===== config.mk =====
export PLATFORM = sky130hd
export DESIGN_NAME = rs_syndrome_calc
export DESIGN_NICKNAME = d
export VERILOG_FILES = /design/src/rtl/rs_syndrome_calc.sv
export SDC_FILE = /design/constraint.sdc
export NUM_CORES = 1
export LEC_CHECK = 0
export ABC_AREA = 1
export BUFFER_PORTS_ARGS = -buffer_cell sky130_fd_sc_hd__buf_4
export CAP_MARGIN = 20
export CORE_ASPECT_RATIO = 1.4
export CORE_MARGIN = 2
export CORE_UTILIZATION = 56
export DETAILED_ROUTE_END_ITERATION = 8
export PLACE_DENSITY_LB_ADDON = 0.2
export SLEW_MARGIN = 20
export SYNTH_ARGS = -nofsm -noshare
export SYNTH_HDL_FRONTEND = slang
export SYNTH_SLANG_ARGS = --single-unit
export TNS_END_PERCENT = 100

===== constraint.sdc =====
create_clock -name clk -period 1.9 [get_ports clk]
set_clock_uncertainty 0.05 [all_clocks]
set_input_delay 0 -clock clk [delete_from_list [all_inputs] [get_ports clk]]
set_output_delay 0 -clock clk [all_outputs]
set_load 0.01 [all_outputs]

===== src/rtl/rs_syndrome_calc.sv =====
module rs_syndrome_calc #(
  parameter int          SYM_W    = 4,
  parameter logic [3:0]  POLY_TAP = 4'b0011,
  parameter int          N_SYM    = 15,
  parameter int          N_SYND   = 6
) (
  input  logic                    clk,
  input  logic                    rst_n,
  input  logic                    start_i,
  input  logic                    valid_i,
  input  logic [SYM_W-1:0]        sym_i,
  output logic                    done_o,
  output logic [N_SYND*SYM_W-1:0] synd_o,
  output logic                    err_o
);
  localparam int CNT_W = $clog2(N_SYM + 1);

  function automatic logic [SYM_W-1:0] mul_apow(input logic [SYM_W-1:0] x, input int p);
    logic [SYM_W-1:0] v;
    v = x;
    for (int k = 0; k < p; k++)
      v = {v[SYM_W-2:0], 1'b0} ^ (v[SYM_W-1] ? POLY_TAP[SYM_W-1:0] : '0);
    return v;
  endfunction

  logic [CNT_W-1:0] cnt_q;
  logic             have_q;
  logic             take;
  logic [CNT_W-1:0] cnt_nx;

  assign take   = valid_i && (start_i || cnt_q != '0);
  assign cnt_nx = start_i ? CNT_W'(1) : cnt_q + CNT_W'(1);

  always_ff @(posedge clk or negedge rst_n) begin
    if (!rst_n) begin
      cnt_q  <= '0;
      done_o <= 1'b0;
      have_q <= 1'b0;
    end else begin
      done_o <= 1'b0;
      if (take) begin
        if (start_i) have_q <= 1'b0;
        if (cnt_nx == CNT_W'(N_SYM)) begin
          cnt_q  <= '0;
          done_o <= 1'b1;
          have_q <= 1'b1;
        end else begin
          cnt_q <= cnt_nx;
        end
      end
    end
  end

  for (genvar i = 0; i < N_SYND; i++) begin : g_synd
    logic [SYM_W-1:0] acc_q;
    always_ff @(posedge clk or negedge rst_n) begin
      if (!rst_n)     acc_q <= '0;
      else if (take)  acc_q <= (start_i ? '0 : mul_apow(acc_q, i + 1)) ^ sym_i;
    end
    assign synd_o[i*SYM_W +: SYM_W] = acc_q;
  end

  assign err_o = have_q && (synd_o != '0);
endmodule


[Yosys cells after proc, flatten, opt, wreduce, memory -nomap -nowiden]
Index checks and enable logic that the tools add are counted.
Word-level totals
  output and inout port bits: 26
  bits in registers: 30
  word-level logic and storage cells: 78
  input bits: 8
Operators by class
  bitwise logic cells: 27
  multiplexer cells: 33
  reduce and logical (&&, ||, !) cells: 7
  $add $sub $neg: 1
  equal/unequal tests: 1
Operators by type and width (count)
  $xor A4 B2 Y4: 21
  $mux W2: 21
  $mux W4: 8
  $reduce_bool A24 Y1: 1
  $xor A4 B4 Y4: 6
  $add A4 B1 Y4 const B: 1
  $eq A4 B4 Y1 const B: 1
  $mux W1: 4
  $reduce_bool A4 Y1: 1
  $logic_and A1 B1 Y1: 2
  $reduce_and A2 Y1: 1
  $reduce_bool A2 Y1: 1
  $logic_or A1 B1 Y1: 1

[Longest topological paths before layout]
Gate-level depths: netlist of the first run.
  depth after elaboration: 14
  gate-level depth with buffers: 9
  depth with buffers taken out: 9

[Worst setup path before layout of the first run]
Ideal clock, no wire load.
  path type: flip-flop to flip-flop
  from: register cnt_q[0]
  to: register cnt_q[0]
  setup time: 0.113 ns
  path buffers: 0
  period minus slack after synthesis: 1.430 ns
  stages on the path, launching flop included: 10
  path slack: 0.470 ns
  arrival: 1.267 ns
  required time: 1.737 ns
  cell sequence: dfrtp_1 inv_1 ha_1 inv_1 nor2_1 nand2_1 nor2_1 nand3_1 nand2_1 inv_1
Between the ends
  longest elaborated chain between the ends: 4
  elaborated cells between the ends (all ways): 7
  those cells by class: 1 x add/sub; 1 x eq/ne; 2 x mux; 3 x reduce/logical
RTL lines
  start, declared: line 26  | logic [CNT_W-1:0] cnt_q;
  start signal, assigned: line 48  | cnt_q <= cnt_nx;
  $add A4 B1 Y4: line 32  | assign cnt_nx = start_i ? CNT_W'(1) : cnt_q + CNT_W'(1);
  $mux W4: line 32
  $eq A4 B4 Y1: line 43  | if (cnt_nx == CNT_W'(N_SYM)) begin
  $mux W4: line 43
Parallel ways exist; a longest one is shown, timed or not.
A chain may end at the register's enable or synchronous reset.

[Worst setup path in the final report of the first run]
Ends and elaborated chain as after synthesis.

==> results of run 1 <==
metrics by stage:
step | power, mW | setup slack, ps | utilization | cells | area, µm²
after floorplan | 2.398 | 470.0 | - | 273 | 1999
after global placement | 2.959 | 310.6 | 0.6561 | 336 | 2237
after detailed placement | 3.023 | 271.8 | 0.6561 | 336 | 2237
after CTS | 3.653 | 262.1 | 0.6972 | 347 | 2377
after global routing | 3.979 | 159.0 | 0.6972 | 347 | 2377
final | 3.626 | 261.6 | 0.6972 | 347 | 2377
power groups by stage:
| stage | logic [mW] | registers (mW) | clock network (mW) |
|---|---|---|---|
| after floorplan | 1.15 | 1.25 | 0 |
| final | 1.82 | 1.20 | 0.611 |
| after detailed placement | 1.81 | 1.21 | 0 |
| after global placement | 1.76 | 1.20 | 0 |
| after global routing | 2.09 | 1.24 | 0.648 |
| after CTS | 1.83 | 1.20 | 0.625 |
layout by cell type (no fill, tap or decap), drive strengths merged, types with 8 or more instances in the layout:
master / Yosys / routed
xor2: 16 / 16
nand4: 10 / 10
nand3: 37 / 37
o21ai: 22 / 22
buf: 9 / 35
nor2: 11 / 11
clkbuf: 3 / 8
nand2: 87 / 87
dfrtp: 30 / 30
inv: 36 / 36
final cells by class:
type,instances,area (µm²),area share
sequential,30,750.7,0.3158
clock buffer,8,110.1,0.04632
multi-input combinational,195,1026,0.4316
tap,40,50.05,0.02105
inverter,36,135.1,0.05684
timing repair buffer,38,305.3,0.1284
path summary, 6_finish.rpt:
path                           from            endpoint  cells after the start
max                        cnt_q[0]            cnt_q[0]                      6
min                        sym_i[2]  g_synd[3].acc_q[2]                      3
max reg2reg                cnt_q[0]            cnt_q[0]                      6
min reg2reg                  have_q              have_q                      2
max in group asynchronous     rst_n  g_synd[0].acc_q[2]                      2
min in group asynchronous     rst_n  g_synd[0].acc_q[0]                      2
routing by layer:
metal  vias up  part of all wire
met5         -                 0
met4         0             0.017
met3         8             0.040
met2        48              0.53
met1       884              0.41
li1        933                 -
what timing repair did:
| item | CTS | global route |
|---|---|---|
| hold buffers | 3 | 0 |
| hold endpoints to repair | 32 | 0 |
| endpoints found under the setup margin | 0 | 0 |
| buffers inserted | 0 | 0 |
Yosys cell counts:
| cell | number | area [µm²] |
|---|---|---|
| nand2_1 | 86 | 322.8 |
| nand3_1 | 37 | 185.2 |
| inv_1 | 35 | 131.4 |
| dfrtp_1 | 30 | 750.7 |
| xor2_1 | 16 | 140.1 |
| o21ai_1 | 13 | 65.06 |
| nand4_1 | 10 | 62.56 |
| nor2_1 | 10 | 37.54 |
| o21ai_0 | 8 | 40.04 |
| ha_1 | 7 | 87.58 |
| buf_6 | 4 | 45.04 |
| buf_4 | 3 | 22.52 |
| clkbuf_1 | 3 | 11.26 |
| nand3b_1 | 2 | 15.01 |
| a31oi_4 | 1 | 21.27 |
| buf_1 | 1 | 3.750 |
| buf_2 | 1 | 5.000 |
| inv_2 | 1 | 3.750 |
| nand2_2 | 1 | 6.260 |
| nor2_4 | 1 | 11.26 |
| o21ai_4 | 1 | 16.27 |
| o22ai_1 | 1 | 6.260 |
| xnor2_1 | 1 | 8.760 |
cell families after synthesis:
logic type	synth area share
adders and majority gates	0.04380
AOI/OAI and AO/OA	0.07447
buffers and inverters	0.1114
xor gates and xnor gates	0.07447
DFF	0.3755
and+or+nand+nor	0.3204
registers in the layout, summed over array words and instances, names as in the netlist:
signal / flops
have_q: 1
g_synd.acc_q: 24
done_o: 1
cnt_q: 4
worst register-to-register path, stage by stage, from the launching register on:
cell and delay (ps):
dfrtp_1 390, inv_1 90, ha_1 260, a31oi_4 400, nand3_1 210, nand2_1 110
inv_1 40
==> run_results.csv, run 1 <==
group,metric,value,unit
outcome,status,"completed",
pwr,vdd_drop_max,0.8921,mV
die,fp.dieArea,0.004071,mm²
die,initial_core_util,0.5864,
die,io_pins,34,
die,fp.coreArea,0.003410,mm²
cts,clock_latency,280,ps
critical_path,crit_required,2030,ps
worst_hold_path,worstHoldPathType,"input pin to flip-flop",
critical_path,critPathTopFamily,"compound AO/OA/AOI/OAI gates",
route,detail-route-antenna-nets,0,
critical_path,arrival,1770,ps
global_routing,grt_overflow_total,0,
pwr,p_int,2.055,mW
global_routing,grt_max_degree,42,
logic_synthesis,netlist_area,0.001999,mm²
cts,clk_pin_slew_worst_paths,70,ps
timing,fmax,610.4,MHz
logic_synthesis,synth-seq-cells,30,
critical_path,cp_slowest_cell,"a31oi_4",
cts,clockBufferDepth,2,
critical_path,critPathMaxFanout,14,
cts,cts_buffers,5,
cells_and_area,n_antenna_cell,0,
pwr,p_switching,1.571,mW
global_routing,grt-busiest-layer,"met2",
global_routing,grt_first_pass_wirelength,7.493,mm
route,vias_per_cell,5.398,
pwr,p_comb_frac,0.501,
timing,worstMarginPinSlew,462.2,ps
global_routing,grtUsageTotal,0.2514,
route,drc,0,
cells_and_area,nets,321,
critical_path,worst-path-buf-inv,2,
timing,setup_viol,0,
pwr,p_sw_frac,0.4332,
cells_and_area,area_delta_synth_final,18.90,%
route,routed_wirelength,4.474,mm
logic_synthesis,syn_avg_cell_area,7.324,µm²
timing,timing.slew.headroom,0.6914,
job,drv_cap,0,
placement,portBuffers,33,
cts,htree_levels,2,
global_routing,antenna_found_initial,0,
cts,ctsRootBufferMaster,"clkbuf_8",
cells_and_area,fill_cells,295,
critical_path,crit_path_max_incr_delay,400,ps
global_routing,met1_usage,0.2743,
pwr,p_leak,1.254,nW
route,drtPass1Iterations,4,
die,rows,25,
route,drt-initial-drc-count,33,
pwr,power_frac_seq,0.331,
critical_path,critPathKind,"flip-flop to flip-flop",
route,wl_per_cell,12.89,µm
timing,finalSetupTns,0,ps
critical_path,end_kind,"flip-flop",
global_routing,grt_pass1_vias,1815,
timing,hold_viol,0,
cells_and_area,drive_gt1_frac,0.1564,
logic_synthesis,synthesis.nets,288,
pwr,clkPwrFrac,0.169,
logic_synthesis,synth_cells,273,
cts,ctsResizeCount,0,
die,dieWidth,54.50,µm
placement,globalplace.congestion,0.8138,
critical_path,path_cells,"inv_1 -> ha_1 -> a31oi_4 -> nand3_1 -> nand2_1 -> inv_1",
timing,min_period_over_period,0.8623,
critical_path,cp-start-kind,"flip-flop",
logic_synthesis,synth.distinct_cells,23,
global_routing,use_met2,0.4538,
die,chipHeight,74.70,µm
cts,cts_num_sinks,30,
timing,finalCriticalPeriod,1638,ps
cts,cts_tree,"yes",
logic_synthesis,ys_warn_count,0,
logic_synthesis,synth.yosys.seq_area_share,0.3755,
route,dr_total_vias,1873,
critical_path,r2r_slack,260,ps
pwr,p_per_area,1525,mW/mm²
placement,dp.final_hpwl,3.215,mm
critical_path,cpMostUsedCell,"inv_1",
global_routing,use_met3,0.04762,
timing,hold-worst-slack,47.15,ps
timing,maxSlewViolCount,0,
timing,rsz0062_at_grt,"false",
Power figures use the tool's default switching activity.
==> run 2: changes to the inputs <==
- BUFFER_PORTS_ARGS: -buffer_cell sky130_fd_sc_hd__buf_4 -> unset
- CORE_UTILIZATION: 56 -> 63
- DONT_BUFFER_PORTS: unset -> 1
- MAX_ROUTING_LAYER: unset -> met4
==> run 2 against run 1 <==
Against the previous run: fmax up 0.90%; critical path depth rose by 3; global-route usage is 0.13 points higher; non-clock buffer count is 25 lower; combinational power shrank 25%; final cell count down 7.5%; power is 11% lower; setup slack better by 15 ps; register-to-register slack about the same; hold slack better by 40 ps; critical path type unchanged; largest cell class unchanged; highest routed layer unchanged.
==> run_results.csv, run 2 (synthesis gave the netlist of run 1 again) <==
group,metric,value,unit
cells_and_area,final_util,0.7157,
critical_path,end_kind,"flip-flop",
pwr,p_per_area,1473,mW/mm²
placement,globalplace.congestion,0.7949,
cts,cts_tree,"yes",
timing,maxSlewViolCount,0,
cts,cts_buffers,5,
critical_path,cp_slowest_cell,"dfrtp_1",
pwr,p_total,3.230,mW
cts,ctsRootBufferMaster,"clkbuf_8",
critical_path,path_cells,"inv_1 -> ha_1 -> inv_1 -> nor2_1 -> nand2_1 -> nor2_1 -> nand3_1 -> nand2_1 -> inv_1",
die,dieWidth,51.61,µm
pwr,p_int,1.732,mW
route,vias_per_cell,5.399,
route,drt-initial-drc-count,32,
pwr,p_leak,1.122,nW
route,drc,0,
pwr,clkPwrFrac,0.164,
cells_and_area,layout_commonest_cell,"nand2_1",
timing,hold_viol,0,
placement,portBuffers,0,
die,fp.dieArea,0.003647,mm²
cells_and_area,layout_common_cells,"86 x nand2_1, 37 x nand3_1, 35 x inv_1",
timing,rsz0062_at_grt,"false",
timing,finalSetupTns,0,ps
timing,hold-worst-slack,87.37,ps
global_routing,grt_first_pass_wirelength,6.941,mm
cts,clk_pin_slew_worst_paths,60,ps
critical_path,arrival,1750,ps
cts,clock_latency,280,ps
critical_path,r2r_slack,280,ps
cells_and_area,drive_gt1_frac,0.06383,
critical_path,cpMostUsedCell,"inv_1",
route,wl_per_cell,13.00,µm
job,drv_cap,0,
pwr,vdd_drop_max,0.9686,mV
die,rows,24,
timing,worstMarginPinSlew,459.4,ps
die,io_pins,34,
cts,postCtsSetupBuffers,0,
timing,finalCriticalPeriod,1624,ps
die,chipHeight,70.66,µm
outcome,status,"completed",
timing,timing.slew.headroom,0.6927,
critical_path,critPathMaxFanout,4,
critical_path,critPathTopFamily,"simple AND/OR/NAND/NOR gates",
critical_path,worst-path-buf-inv,3,
cts,clockBufferDepth,2,
cells_and_area,top_register,"g_synd.acc_q",
route,drtPass1Iterations,4,
critical_path,crit_path_max_incr_delay,380,ps
critical_path,critPathKind,"flip-flop to flip-flop",
global_routing,grt_max_degree,31,
pwr,p_comb_frac,0.423,
worst_hold_path,worstHoldPathType,"input pin to flip-flop",
global_routing,grtUsageTotal,0.2527,
global_routing,antenna_found_initial,0,
cts,htree_levels,2,
route,detail-route-antenna-nets,0,
timing,fmax,615.8,MHz
pwr,power_frac_seq,0.413,
cells_and_area,area_delta_synth_final,9.637,%
cts,cts_num_sinks,30,
global_routing,grt_pass1_vias,1629,
timing,min_period_over_period,0.8546,
global_routing,grt_overflow_total,0,
route,dr_total_vias,1733,
timing,setup_viol,0,
critical_path,cp-start-kind,"flip-flop",
pwr,p_switching,1.498,mW
die,fp.coreArea,0.003063,mm²
route,routed_wirelength,4.172,mm
pwr,p_sw_frac,0.4638,
cells_and_area,fill_cells,260,
cells_and_area,n_antenna_cell,0,
cells_and_area,reg_top3,"g_synd.acc_q: 24 flops, cnt_q: 4 flops",
placement,dp.final_hpwl,3.023,mm
cells_and_area,nets,296,
die,initial_core_util,0.6528,
cts,ctsResizeCount,0,
cells_and_area,largest_reg_flops,24,
critical_path,crit_required,2030,ps
==> run 2: cell count changes in the layout (fill, tap and decap cells not counted), sizes merged <==
| cell | change |
|---|---|
| clkinv | +1 |
| dlygate4sd3 | +4 |
| clkbuf | -1 |
| buf | -29 |
==> run 2: metrics by stage <==
stage                     cell area, µm²  cells  setup slack (ps)
after global placement              2011    305             299.4
after CTS                           2192    321             285.4
after floorplan                     1999    273             470.0
after global routing                2192    321             117.4
after detailed placement            2011    305             301.8
final                               2192    321             276.2
==> run 2: timing repair <==
item	4_1_cts	5_1_grt
setup endpoints to repair	0	0
hold buffers	8	0
hold endpoints to repair	59	0
==> run 2: worst register-to-register path, delay by kind of cell, from the launching register on <==
kind                     cells  cell delay, ps
AND/OR/NAND/NOR              5             660
flip-flops                   1             380
adder cells (fa/ha/maj)      1             270
buffers and inverters        3             150
==> run 2: layout make-up <==
class                      count  area, µm²  share of cell area
multi-input combinational    195       1026              0.4680
inverter                      36      135.1             0.06164
timing repair buffer          13      140.1             0.06393
clock inverter                 1      5.005            0.002283
tap                           39      48.80             0.02226
sequential                    30      750.7              0.3425
clock buffer                   7      86.33             0.03938
==> run 2: final timing paths <==
kind,depth (start not counted),to,from
hold reg to reg,2,have_q,have_q
min in group asynchronous,2,g_synd[1].acc_q[2],rst_n
setup / recovery,9,cnt_q[0],cnt_q[0]
setup reg to reg,9,cnt_q[0],cnt_q[0]
hold / removal,4,g_synd[3].acc_q[1],start_i
max in group asynchronous,2,g_synd[4].acc_q[1],rst_n
==> run 2: power by group through the flow <==
| stage | Clock (mW) | Sequential [mW] | Combinational, mW |
|---|---|---|---|
| floorplan | 0 | 1.25 | 1.15 |
| global placement | 0 | 1.34 | 1.29 |
| finish | 0.529 | 1.33 | 1.37 |
| CTS | 0.545 | 1.34 | 1.38 |
| detailed placement | 0 | 1.35 | 1.33 |
| global route | 0.558 | 1.38 | 1.60 |
==> run 2: metal layers <==
layer  wire length [µm]  vias to the layer above  GRT usage
met2               2135                       38     0.4402
met5                  0                        -          -
met1               1796                      803     0.2769
li1                   -                      887          -
met3                196                        5    0.06329
met4                 42                        0    0.07895
